File: src/rtl/mesi_pkg.sv
`timescale 1ns/1ps
package mesi_pkg;

  typedef enum logic [1:0] {
    LS_INV = 2'd0,
    LS_SHR = 2'd1,
    LS_EXC = 2'd2,
    LS_MOD = 2'd3
  } line_state_t;

  // Bus op encoding is visible at the ports
  typedef enum logic [1:0] {
    BOP_IDLE = 2'b00,
    BOP_READ = 2'b01,
    BOP_RFO  = 2'b10,
    BOP_WB   = 2'b11
  } bus_op_t;

  typedef enum logic [1:0] {
    CF_IDLE,
    CF_LOOK,
    CF_BUS,
    CF_RSP
  } ctl_state_t;

  typedef enum logic [1:0] {
    PK_READ,
    PK_RFO,
    PK_WRITE,
    PK_EVICT
  } pend_kind_t;

  // State of a held line after another agent's transaction hits it
  function automatic line_state_t snoop_next(line_state_t cur, bus_op_t op);
    case (op)
      BOP_READ:        return LS_SHR;
      BOP_RFO, BOP_WB: return LS_INV;
      default:         return cur;
    endcase
  endfunction

endpackage

File: src/rtl/mesi_line_store.sv
`timescale 1ns/1ps
module mesi_line_store
  import mesi_pkg::*;
#(
  parameter int SET_W = 4,
  parameter int TAG_W = 8
) (
  input  logic              clk,
  input  logic              rst,
  // processor-side view and write port
  input  logic [SET_W-1:0]  pa_idx,
  output logic [TAG_W-1:0]  pa_tag,
  output line_state_t       pa_st,
  input  logic              pa_we,
  input  logic [TAG_W-1:0]  pa_wtag,
  input  line_state_t       pa_wst,
  // snoop-side view (includes this cycle's processor write) and state write
  input  logic [SET_W-1:0]  sb_idx,
  output logic [TAG_W-1:0]  sb_tag,
  output line_state_t       sb_st,
  input  logic              sb_we,
  input  line_state_t       sb_wst
);

  localparam int NSETS = 1 << SET_W;

  logic [TAG_W-1:0] tag_mem [NSETS];
  line_state_t      st_mem  [NSETS];

  // Tags carry no reset so they may map to plain RAM; state is cleared.
  always_ff @(posedge clk) begin
    if (pa_we) tag_mem[pa_idx] <= pa_wtag;
  end

  always_ff @(posedge clk) begin
    if (rst) begin
      for (int i = 0; i < NSETS; i++) st_mem[i] <= LS_INV;
    end else begin
      if (pa_we) st_mem[pa_idx] <= pa_wst;
      // snoop write already folds in a same-set processor write, so it wins
      if (sb_we) st_mem[sb_idx] <= sb_wst;
    end
  end

  assign pa_tag = tag_mem[pa_idx];
  assign pa_st  = st_mem[pa_idx];

  logic bypass;
  assign bypass = pa_we && (pa_idx == sb_idx);
  assign sb_tag = bypass ? pa_wtag : tag_mem[sb_idx];
  assign sb_st  = bypass ? pa_wst  : st_mem[sb_idx];

  // the set addressed right after reset reads back Invalid
  p_reset_inv_r1: assert property (@(posedge clk) disable iff (rst)
    $past(rst) |-> (pa_st == LS_INV && sb_st == LS_INV));

endmodule

File: src/rtl/mesi_snoop_port.sv
`timescale 1ns/1ps
module mesi_snoop_port
  import mesi_pkg::*;
#(
  parameter int SET_W = 4,
  parameter int TAG_W = 8
) (
  input  logic                   clk,
  input  logic                   rst,
  input  logic                   snp_valid,
  input  logic [1:0]             snp_op,
  input  logic [TAG_W+SET_W-1:0] snp_addr,
  output logic [SET_W-1:0]       sb_idx,
  input  logic [TAG_W-1:0]       sb_tag,
  input  line_state_t            sb_st,
  output logic                   sb_we,
  output line_state_t            sb_wst,
  output logic                   snp_shared,
  output logic                   snp_supply
);

  bus_op_t op;
  logic    held;

  assign op     = bus_op_t'(snp_op);
  assign sb_idx = snp_addr[SET_W-1:0];
  assign held   = snp_valid && (op != BOP_IDLE) && (sb_st != LS_INV) &&
                  (sb_tag == snp_addr[TAG_W+SET_W-1:SET_W]);

  assign sb_we  = held;
  assign sb_wst = snoop_next(sb_st, op);

  always_ff @(posedge clk) begin
    if (rst) begin
      snp_shared <= 1'b0;
      snp_supply <= 1'b0;
    end else begin
      snp_shared <= held && (op == BOP_READ);
      snp_supply <= held && (sb_st == LS_MOD);
    end
  end

  // a shared answer only ever follows a snooped read
  p_shared_after_read_r4: assert property (@(posedge clk) disable iff (rst)
    snp_shared |-> $past(snp_valid && snp_op == BOP_READ));

  // data is supplied only for a line that was dirty when snooped
  p_supply_dirty_r7: assert property (@(posedge clk) disable iff (rst)
    snp_supply |-> $past(sb_st == LS_MOD && snp_valid));

endmodule

File: src/rtl/mesi_cpu_fsm.sv
`timescale 1ns/1ps
module mesi_cpu_fsm
  import mesi_pkg::*;
#(
  parameter int SET_W = 4,
  parameter int TAG_W = 8
) (
  input  logic                   clk,
  input  logic                   rst,
  input  logic                   wr_alloc_en,
  input  logic                   cpu_valid,
  input  logic                   cpu_write,
  input  logic [TAG_W+SET_W-1:0] cpu_addr,
  output logic                   cpu_ready,
  output logic                   cpu_done,
  output logic                   cpu_hit,
  output logic                   bus_req_valid,
  output logic [1:0]             bus_req_op,
  output logic [TAG_W+SET_W-1:0] bus_req_addr,
  input  logic                   bus_grant,
  input  logic                   bus_rsp_shared,
  output logic [SET_W-1:0]       pa_idx,
  input  logic [TAG_W-1:0]       pa_tag,
  input  line_state_t            pa_st,
  output logic                   pa_we,
  output logic [TAG_W-1:0]       pa_wtag,
  output line_state_t            pa_wst
);

  localparam int AW = TAG_W + SET_W;

  ctl_state_t       st, st_n;
  pend_kind_t       kind, kind_n;
  bus_op_t          op_r, op_n;
  logic [AW-1:0]    addr_r, addr_n;
  logic [AW-1:0]    q_addr;
  logic             q_wr;
  logic             done_n, hit_n;

  logic [TAG_W-1:0] q_tag;
  logic             hit, bus_ok;

  assign pa_idx = q_addr[SET_W-1:0];
  assign q_tag  = q_addr[AW-1:SET_W];
  assign hit    = (pa_st != LS_INV) && (pa_tag == q_tag);

  // a pending write-back is only worth doing while the victim is still dirty
  assign bus_ok = (kind != PK_EVICT) ||
                  (pa_st == LS_MOD && pa_tag == addr_r[AW-1:SET_W]);

  assign cpu_ready     = (st == CF_IDLE);
  assign bus_req_valid = (st == CF_BUS) && bus_ok;
  assign bus_req_op    = op_r;
  assign bus_req_addr  = addr_r;

  always_comb begin
    st_n    = st;
    kind_n  = kind;
    op_n    = op_r;
    addr_n  = addr_r;
    done_n  = 1'b0;
    hit_n   = 1'b0;
    pa_we   = 1'b0;
    pa_wtag = q_tag;
    pa_wst  = pa_st;
    case (st)
      CF_IDLE: begin
        if (cpu_valid) st_n = CF_LOOK;
      end
      CF_LOOK: begin
        if (hit && (!q_wr || pa_st != LS_SHR)) begin
          done_n = 1'b1;
          hit_n  = 1'b1;
          st_n   = CF_IDLE;
          if (q_wr && pa_st == LS_EXC) begin
            pa_we  = 1'b1;
            pa_wst = LS_MOD;
          end
        end else begin
          st_n   = CF_BUS;
          addr_n = q_addr;
          if (hit) begin
            kind_n = PK_RFO;
            op_n   = BOP_RFO;
          end else if (q_wr && !wr_alloc_en) begin
            kind_n = PK_WRITE;
            op_n   = BOP_WB;
          end else if (pa_st == LS_MOD) begin
            kind_n = PK_EVICT;
            op_n   = BOP_WB;
            addr_n = {pa_tag, pa_idx};
          end else if (q_wr) begin
            kind_n = PK_RFO;
            op_n   = BOP_RFO;
          end else begin
            kind_n = PK_READ;
            op_n   = BOP_READ;
          end
        end
      end
      CF_BUS: begin
        if (!bus_ok)        st_n = CF_LOOK;
        else if (bus_grant) st_n = CF_RSP;
      end
      CF_RSP: begin
        case (kind)
          PK_EVICT: begin
            pa_we  = 1'b1;
            pa_wst = LS_INV;
            st_n   = CF_LOOK;
          end
          PK_READ: begin
            pa_we  = 1'b1;
            pa_wst = bus_rsp_shared ? LS_SHR : LS_EXC;
            done_n = 1'b1;
            st_n   = CF_IDLE;
          end
          PK_RFO: begin
            pa_we  = 1'b1;
            pa_wst = LS_MOD;
            done_n = 1'b1;
            st_n   = CF_IDLE;
          end
          default: begin
            done_n = 1'b1;
            st_n   = CF_IDLE;
          end
        endcase
      end
      default: st_n = CF_IDLE;
    endcase
  end

  always_ff @(posedge clk) begin
    if (rst) begin
      st       <= CF_IDLE;
      kind     <= PK_READ;
      op_r     <= BOP_IDLE;
      addr_r   <= '0;
      q_addr   <= '0;
      q_wr     <= 1'b0;
      cpu_done <= 1'b0;
      cpu_hit  <= 1'b0;
    end else begin
      st       <= st_n;
      kind     <= kind_n;
      op_r     <= op_n;
      addr_r   <= addr_n;
      cpu_done <= done_n;
      cpu_hit  <= hit_n;
      if (st == CF_IDLE && cpu_valid) begin
        q_addr <= cpu_addr;
        q_wr   <= cpu_write;
      end
    end
  end

  // an ungranted request keeps its op and address
  p_req_hold_r13: assert property (@(posedge clk) disable iff (rst)
    (bus_req_valid && !bus_grant) |=>
      (!bus_req_valid || ($stable(bus_req_op) && $stable(bus_req_addr))));

  // completion is only reported with the controller idle again
  p_done_ready_r13: assert property (@(posedge clk) disable iff (rst)
    cpu_done |-> cpu_ready);

  // a fill response cycle is followed by a miss completion
  p_fill_done_r2: assert property (@(posedge clk) disable iff (rst)
    (st == CF_RSP && kind == PK_READ) |=> (cpu_done && !cpu_hit));

  // hits complete straight from lookup, never after a grant
  p_silent_hit_r6: assert property (@(posedge clk) disable iff (rst)
    (cpu_done && cpu_hit) |-> $past(st == CF_LOOK));

  // a pending eviction is presented as a write-back
  p_evict_op_r11: assert property (@(posedge clk) disable iff (rst)
    (bus_req_valid && kind == PK_EVICT) |-> (bus_req_op == BOP_WB));

endmodule

File: src/rtl/mesi_snoop_ctrl.sv
`timescale 1ns/1ps
module mesi_snoop_ctrl
  import mesi_pkg::*;
#(
  parameter int LINE_ADDR_W = 12,
  parameter int SET_W       = 4
) (
  input  logic                   clk,
  input  logic                   rst,
  input  logic                   wr_alloc_en,
  input  logic                   cpu_valid,
  input  logic                   cpu_write,
  input  logic [LINE_ADDR_W-1:0] cpu_addr,
  output logic                   cpu_ready,
  output logic                   cpu_done,
  output logic                   cpu_hit,
  output logic                   bus_req_valid,
  output logic [1:0]             bus_req_op,
  output logic [LINE_ADDR_W-1:0] bus_req_addr,
  input  logic                   bus_grant,
  input  logic                   bus_rsp_shared,
  input  logic                   snp_valid,
  input  logic [1:0]             snp_op,
  input  logic [LINE_ADDR_W-1:0] snp_addr,
  output logic                   snp_shared,
  output logic                   snp_supply
);

  localparam int TAG_W = LINE_ADDR_W - SET_W;

  logic [SET_W-1:0] pa_idx, sb_idx;
  logic [TAG_W-1:0] pa_tag, sb_tag, pa_wtag;
  line_state_t      pa_st, sb_st, pa_wst, sb_wst;
  logic             pa_we, sb_we;

  mesi_line_store #(.SET_W(SET_W), .TAG_W(TAG_W)) u_store (
    .clk     (clk),
    .rst     (rst),
    .pa_idx  (pa_idx),
    .pa_tag  (pa_tag),
    .pa_st   (pa_st),
    .pa_we   (pa_we),
    .pa_wtag (pa_wtag),
    .pa_wst  (pa_wst),
    .sb_idx  (sb_idx),
    .sb_tag  (sb_tag),
    .sb_st   (sb_st),
    .sb_we   (sb_we),
    .sb_wst  (sb_wst)
  );

  mesi_snoop_port #(.SET_W(SET_W), .TAG_W(TAG_W)) u_snoop (
    .clk        (clk),
    .rst        (rst),
    .snp_valid  (snp_valid),
    .snp_op     (snp_op),
    .snp_addr   (snp_addr),
    .sb_idx     (sb_idx),
    .sb_tag     (sb_tag),
    .sb_st      (sb_st),
    .sb_we      (sb_we),
    .sb_wst     (sb_wst),
    .snp_shared (snp_shared),
    .snp_supply (snp_supply)
  );

  mesi_cpu_fsm #(.SET_W(SET_W), .TAG_W(TAG_W)) u_fsm (
    .clk            (clk),
    .rst            (rst),
    .wr_alloc_en    (wr_alloc_en),
    .cpu_valid      (cpu_valid),
    .cpu_write      (cpu_write),
    .cpu_addr       (cpu_addr),
    .cpu_ready      (cpu_ready),
    .cpu_done       (cpu_done),
    .cpu_hit        (cpu_hit),
    .bus_req_valid  (bus_req_valid),
    .bus_req_op     (bus_req_op),
    .bus_req_addr   (bus_req_addr),
    .bus_grant      (bus_grant),
    .bus_rsp_shared (bus_rsp_shared),
    .pa_idx         (pa_idx),
    .pa_tag         (pa_tag),
    .pa_st          (pa_st),
    .pa_we          (pa_we),
    .pa_wtag        (pa_wtag),
    .pa_wst         (pa_wst)
  );

endmodule

File: config.mk
export PLATFORM = sky130hd
export DESIGN_NAME = mesi_snoop_ctrl
export DESIGN_NICKNAME = d
export VERILOG_FILES = /design/src/rtl/mesi_pkg.sv /design/src/rtl/mesi_line_store.sv /design/src/rtl/mesi_snoop_port.sv /design/src/rtl/mesi_cpu_fsm.sv /design/src/rtl/mesi_snoop_ctrl.sv
export SDC_FILE = /design/constraint.sdc
export NUM_CORES = 1
export LEC_CHECK = 0
export BUFFER_PORTS_ARGS = -buffer_cell sky130_fd_sc_hd__buf_2
export CORE_MARGIN = 4
export CORE_UTILIZATION = 62
export CTS_BUF_LIST = sky130_fd_sc_hd__clkbuf_2
export DETAILED_ROUTE_END_ITERATION = 12
export PLACE_DENSITY_LB_ADDON = 0.05
export SYNTH_ARGS = -nofsm -noshare
export SYNTH_HDL_FRONTEND = slang
export SYNTH_SLANG_ARGS = --single-unit
File: constraint.sdc
create_clock -name clk -period 9.2 [get_ports clk]
set_clock_uncertainty 0.15 [all_clocks]
set_input_delay 1.84 -clock clk [delete_from_list [all_inputs] [get_ports clk]]
set_output_delay 1.84 -clock clk [all_outputs]
set_load 0.1 [all_outputs]
Word-level counts from Yosys, hierarchy flattened. Memory sizes are Yosys's and may differ from the RTL's. A register that Yosys moved wholly into a read port is not among the register bits. Index checks and enable logic that the tools add are counted.

Equal/unequal tests: 19. Mux-type cells: 51. Bitwise gates (word level): 2. Reduce and logical (&&, ||, !) cells: 29.

Operators with widths (count): 12-bit 2-to-1 mux (3); 2-bit 2-to-1 mux (17); 8-bit == test (3); 4-bit 2-to-1 mux (6); 1-bit 2-to-1 mux (18); 2-bit == test (second input constant) (8); 1-bit logical AND (13); 8-bit 2-to-1 mux (1); 2-bit one-hot mux with 2 select lines (2); 2-bit one-hot mux with 4 select lines (1); 2-bit OR reduction (4); 2-bit by 1-bit == test with 1-bit output (second input constant) (3); 2-bit one-hot mux with 3 select lines (1); 2-bit nonzero test (3); 4-bit == test (1); 2-bit logical NOT (2); 2-bit != test (second input constant) (2); 1-bit one-hot mux with 2 select lines (2); 2-bit AND reduction (2); 3-bit != test (second input constant) (1); 3-bit OR reduction (1); 1-bit logical NOT (2); 1-bit logical OR (2); 2-bit by 1-bit != test with 1-bit output (second input constant) (1); 1-bit NOT (2).

Register bits: 35. Bits in writable memories: 160. Input port bits: 34. Output and inout port bits: 20. Logic and storage cells: 113. Memories kept: 2.

Memory list: u_store.tag_mem (words 16, bits a word 8, rd ports 2, clocked after memory_dff 1, write ports 1, RTL line mesi_line_store.sv:27) `logic [TAG_W-1:0] tag_mem [NSETS];`; u_store.st_mem (words 16, bits a word 2, rd ports 2, clocked after memory_dff 1, write ports 16, RTL line mesi_line_store.sv:28) `line_state_t st_mem [NSETS];`.

Depth between registers and ports, before layout.
Depth after elaboration: 15. Gate-level depth with buffers: 16. Gate-level depth less buffers: 11.

Modules after synthesis. A second synthesis with hierarchy kept.

Cell total of the unflattened synthesis: 716. Area, all modules: 10471.3 sq um.

By module, submodules not included: mesi_line_store (times used 1, cells an instance 479, area an instance 8470.6 sq um, seq. area each 4804.6 sq um); mesi_cpu_fsm (times used 1, cells an instance 208, area an instance 1765.4 sq um, seq. area each 660.6 sq um); mesi_snoop_port (times used 1, cells an instance 29, area an instance 235.2 sq um, seq. area each 40.0 sq um).

Least setup slack after synthesis. Ideal clock, no wire load.

Path type: input to register. Start: in snp_addr[0]. End: mem u_store.st_mem[11][0] (netlist name), data pin. Setup time: 0.266 ns. Data arrival time: 5.224 ns. Setup slack: 3.559 ns. Cell stages on the path: 13. Cells stage by stage: clkbuf_1 buf_1 mux4_2 mux4_2 xnor2_1 nand3_1 nor3_1 mux2i_1 a2111o_1 buf_6 buf_12 o311ai_4 o31ai_2.

RTL lines: start: declaration (RTL line mesi_snoop_ctrl.sv:24) `input logic [LINE_ADDR_W-1:0] snp_addr,`; end: declaration (RTL line mesi_line_store.sv:28).

==> impl_metrics.toml <==
[synth]
synth_area_sq_um = 10700
syn-instance-count = 812
avgSynthCellArea_sq_um = 13.2
synth_cell_types = 61
yosys_most_used_dff = "edfxtp_1"
ys_warn_count = 0
synth-seq-area-share_pct = 52.1
synth_edf_count = 160
synth_top_cell_area_share_pct = 44.8
postSynth.asyncResetShare_pct = 0
yosysTopAreaCell = "edfxtp_1"
synth_area_leaders = "edfxtp_1 (45%), mux4_2 (15%), dfxtp_1 (7.3%), mux2i_1 (3.7%), mux2_2 (3.3%)"
ys_ff_latch = 199
syn_nets = 846

[clock_tree]
cts.clk_slew.worst_paths_ns = 0.28
cts_setup_buffers = 0
cts_tree = "built"
postCtsResizedCells = 0
cts_buffers = 17
clk_latency_ns = 0.79
cts_hold_buf = 0
root_buffer = "clkbuf_2"
clock_path_buffers = 2
htreeDepth = 4
clock_sinks = 199

[layout]
area_delta_synth_final_pct = 6.07
layout_common_cells = "edfxtp_1 (160), nand2_1 (91), mux4_2 (70), buf_2 (53), nor2_1 (46)"
final_util_pct = 67.8
fin_nets = 880
drive_above_1_share_pct = 28.2
final_common_cell = "edfxtp_1"

[critical_path]
start_kind = "flip-flop"
crit_chain = "buf_4, nand2b_1, o22ai_1, or3_1, o31ai_1, xnor2_1, nand4_1, nor3_1, o21ai_0, inv_1, buf_2"
r2r_cells = 12
critPathBufInv = 3
crit_path_top_delay_cell = "dfxtp_1"
cp_max_fo = 21
critical_path_class = "reg -> out"
crit_cells = 11
critical_path.top_delay_family = "flip-flops"
slowest_delay_ns = 1.09
arrival_ns = 4.40
endpoint_kind = "output port"
required_ns = 7.21

[die]
die_y_um = 139
core_area_sq_um = 16800
die_area_sq_um = 19500
start_util_pct = 64.0
fp-row-count = 47
dieWidth_um = 139
num_io_pins = 54

[grt]
grt_usage_pct = 30.3
gr-usage-met3_pct = 8.95
grt_pass1_wl_um = 44300
antenna_found_initial = 1
grt_max_degree = 46
met2_usage_pct = 45.8
busiest_layer = "met2"
grt_overflow = 0
grt_pass1_vias = 7433
met1_usage_pct = 42.1

[sta]
finalHoldViolations = 0
worst_slew_pin_slew_ns = 1.38
min_period_over_period_pct = 69.5
fmax_ghz = 0.156
finalSetupTns_ns = 0
slew_headroom_pct = 7.47
drv_slew = 0
rsz0062_at_grt = "false"
period_minus_slack_ns = 6.39
finalSetupViolCount = 0

[detailed_routing]
antenna_left = 0
routed-via-count = 7515
wirelength_um = 28900
drt-pass1-iter-count = 6
drc_errors = 0
drt_iter0_drc = 881
routed_via_density = 6.96
wl_per_cell_um = 26.8

[worst_hold_path]
hold_class = "reg -> reg"
whs_path_depth = 2

[power]
ir_worst_vdd_mv = 0.0999
power-per-cell-area_nw_per_um2 = 152
leakage_nw = 3.66
power.total_mw = 1.72

[run_status]
status = "finished, final reports clean"

[placement]
place_hpwl_um = 19800
gp_congestion = 1.00
port_buffers = 53

[job]
maxCapViolCount = 0
## cells in the mapped netlist (9+ instances only)
cell and n:
mux2_2 31, buf_2 10, nand2b_1 11, nor3_1 19, clkbuf_1 34, xnor2_1 19
mux2i_1 40, a31o_2 14, inv_1 14, o211ai_1 9, edfxtp_1 160, o21ai_0 25
o22ai_1 11, nor3_2 12, a21oi_1 22, a31oi_1 17, nor2_1 48, nand2_1 91
or3_1 11, dfxtp_1 39, nor2b_1 11, mux4_2 70
## through the flow
step / hold WS [ns] / instance area [sq um] / cells / setup slack [ns]
6_report: 0.364 / 11400 / 1080 / 2.81
5_1_grt: 0.371 / 11400 / 1080 / 2.49
4_1_cts: 0.364 / 11400 / 1079 / 2.77
3_5_place_dp: 0.336 / 11100 / 1047 / 3.06
3_3_place_gp: 0.319 / 11100 / 1047 / 3.15
2_1_floorplan: 0.333 / 10700 / 812 / 3.56
## path summary, 6_finish.rpt
check                                   start                                to  slack (ns)
min reg2reg  u_fsm.bus_req_op[1]$_SDFFE_PP0P_  u_fsm.bus_req_op[1]$_SDFFE_PP0P_        0.36
max                                 flip-flop                     bus_req_valid        2.81
min          u_fsm.bus_req_op[1]$_SDFFE_PP0P_  u_fsm.bus_req_op[1]$_SDFFE_PP0P_        0.36
max reg2reg                         flip-flop   u_store.st_mem[15][0]$_DFFE_PP_        3.55
## worst reg2reg max path, stage by stage, from the launching register on
cell	delay, ns
dfxtp_1	1.09
buf_4	0.44
mux4_2	0.36
mux2i_1	0.16
mux2i_1	0.21
xor2_1	0.20
a211oi_1	0.27
nand4_1	0.34
o31ai_1	0.54
nand3_1	0.36
nor2_1	1.06
nand2_1	0.14
mux2i_1	0.19
## layer usage
metal  part of all wire [%]  wire, um  vias up
met5                      0         0        -
met4                    3.4       983        0
met3                     12      3490       70
met2                     46     13300      500
met1                     39     11200     3697
li1                       -         -     3248
## area by class of cell
type / count / area, sq um
inverter: 15 / 56.3
antenna: 1 / 2.50
multi-input combinational: 542 / 4810
tap: 220 / 275
timing repair buffer: 71 / 400
clock buffer: 18 / 90.1
fill: 1239 / 5390
clock inverter: 14 / 148
sequential: 199 / 5590
## kinds of logic (layout without fill, tap and decap cells)
family / after synthesis / after routing / synth area share [%]
muxes: 147 / 147 / 23.2
other: 0 / 1 / 0
AOI/OAI and AO/OA: 135 / 135 / 8.81
buffers and inverters: 71 / 118 / 3.10
xor gates and xnor gates: 20 / 20 / 1.63
DFF: 199 / 199 / 52.1
and+or+nand+nor: 240 / 240 / 11.2
## state kept, by name (all words and copies together), names as in the netlist, named ones only
register	cells
u_fsm.cpu_hit	1
u_snoop.snp_shared	1
u_store.st_mem	32
u_store.tag_mem	128
u_fsm.kind	2
u_fsm.q_wr	1
u_fsm.cpu_done	1
u_snoop.snp_supply	1
u_fsm.st	2
u_fsm.q_addr	12
u_fsm.bus_req_op	2
u_fsm.bus_req_addr	12
## report_power, final
group / internal [mW] / leakage [nW] / total (mW) / switching [mW]
Clock: 0.129 / 0.140 / 0.429 / 0.300
Combinational: 0.105 / 1.75 / 0.269 / 0.165
Sequential: 0.989 / 1.77 / 1.03 / 0.0359
Total: 1.22 / 3.66 / 1.72 / 0.500
Power figures use the tool's default switching activity.
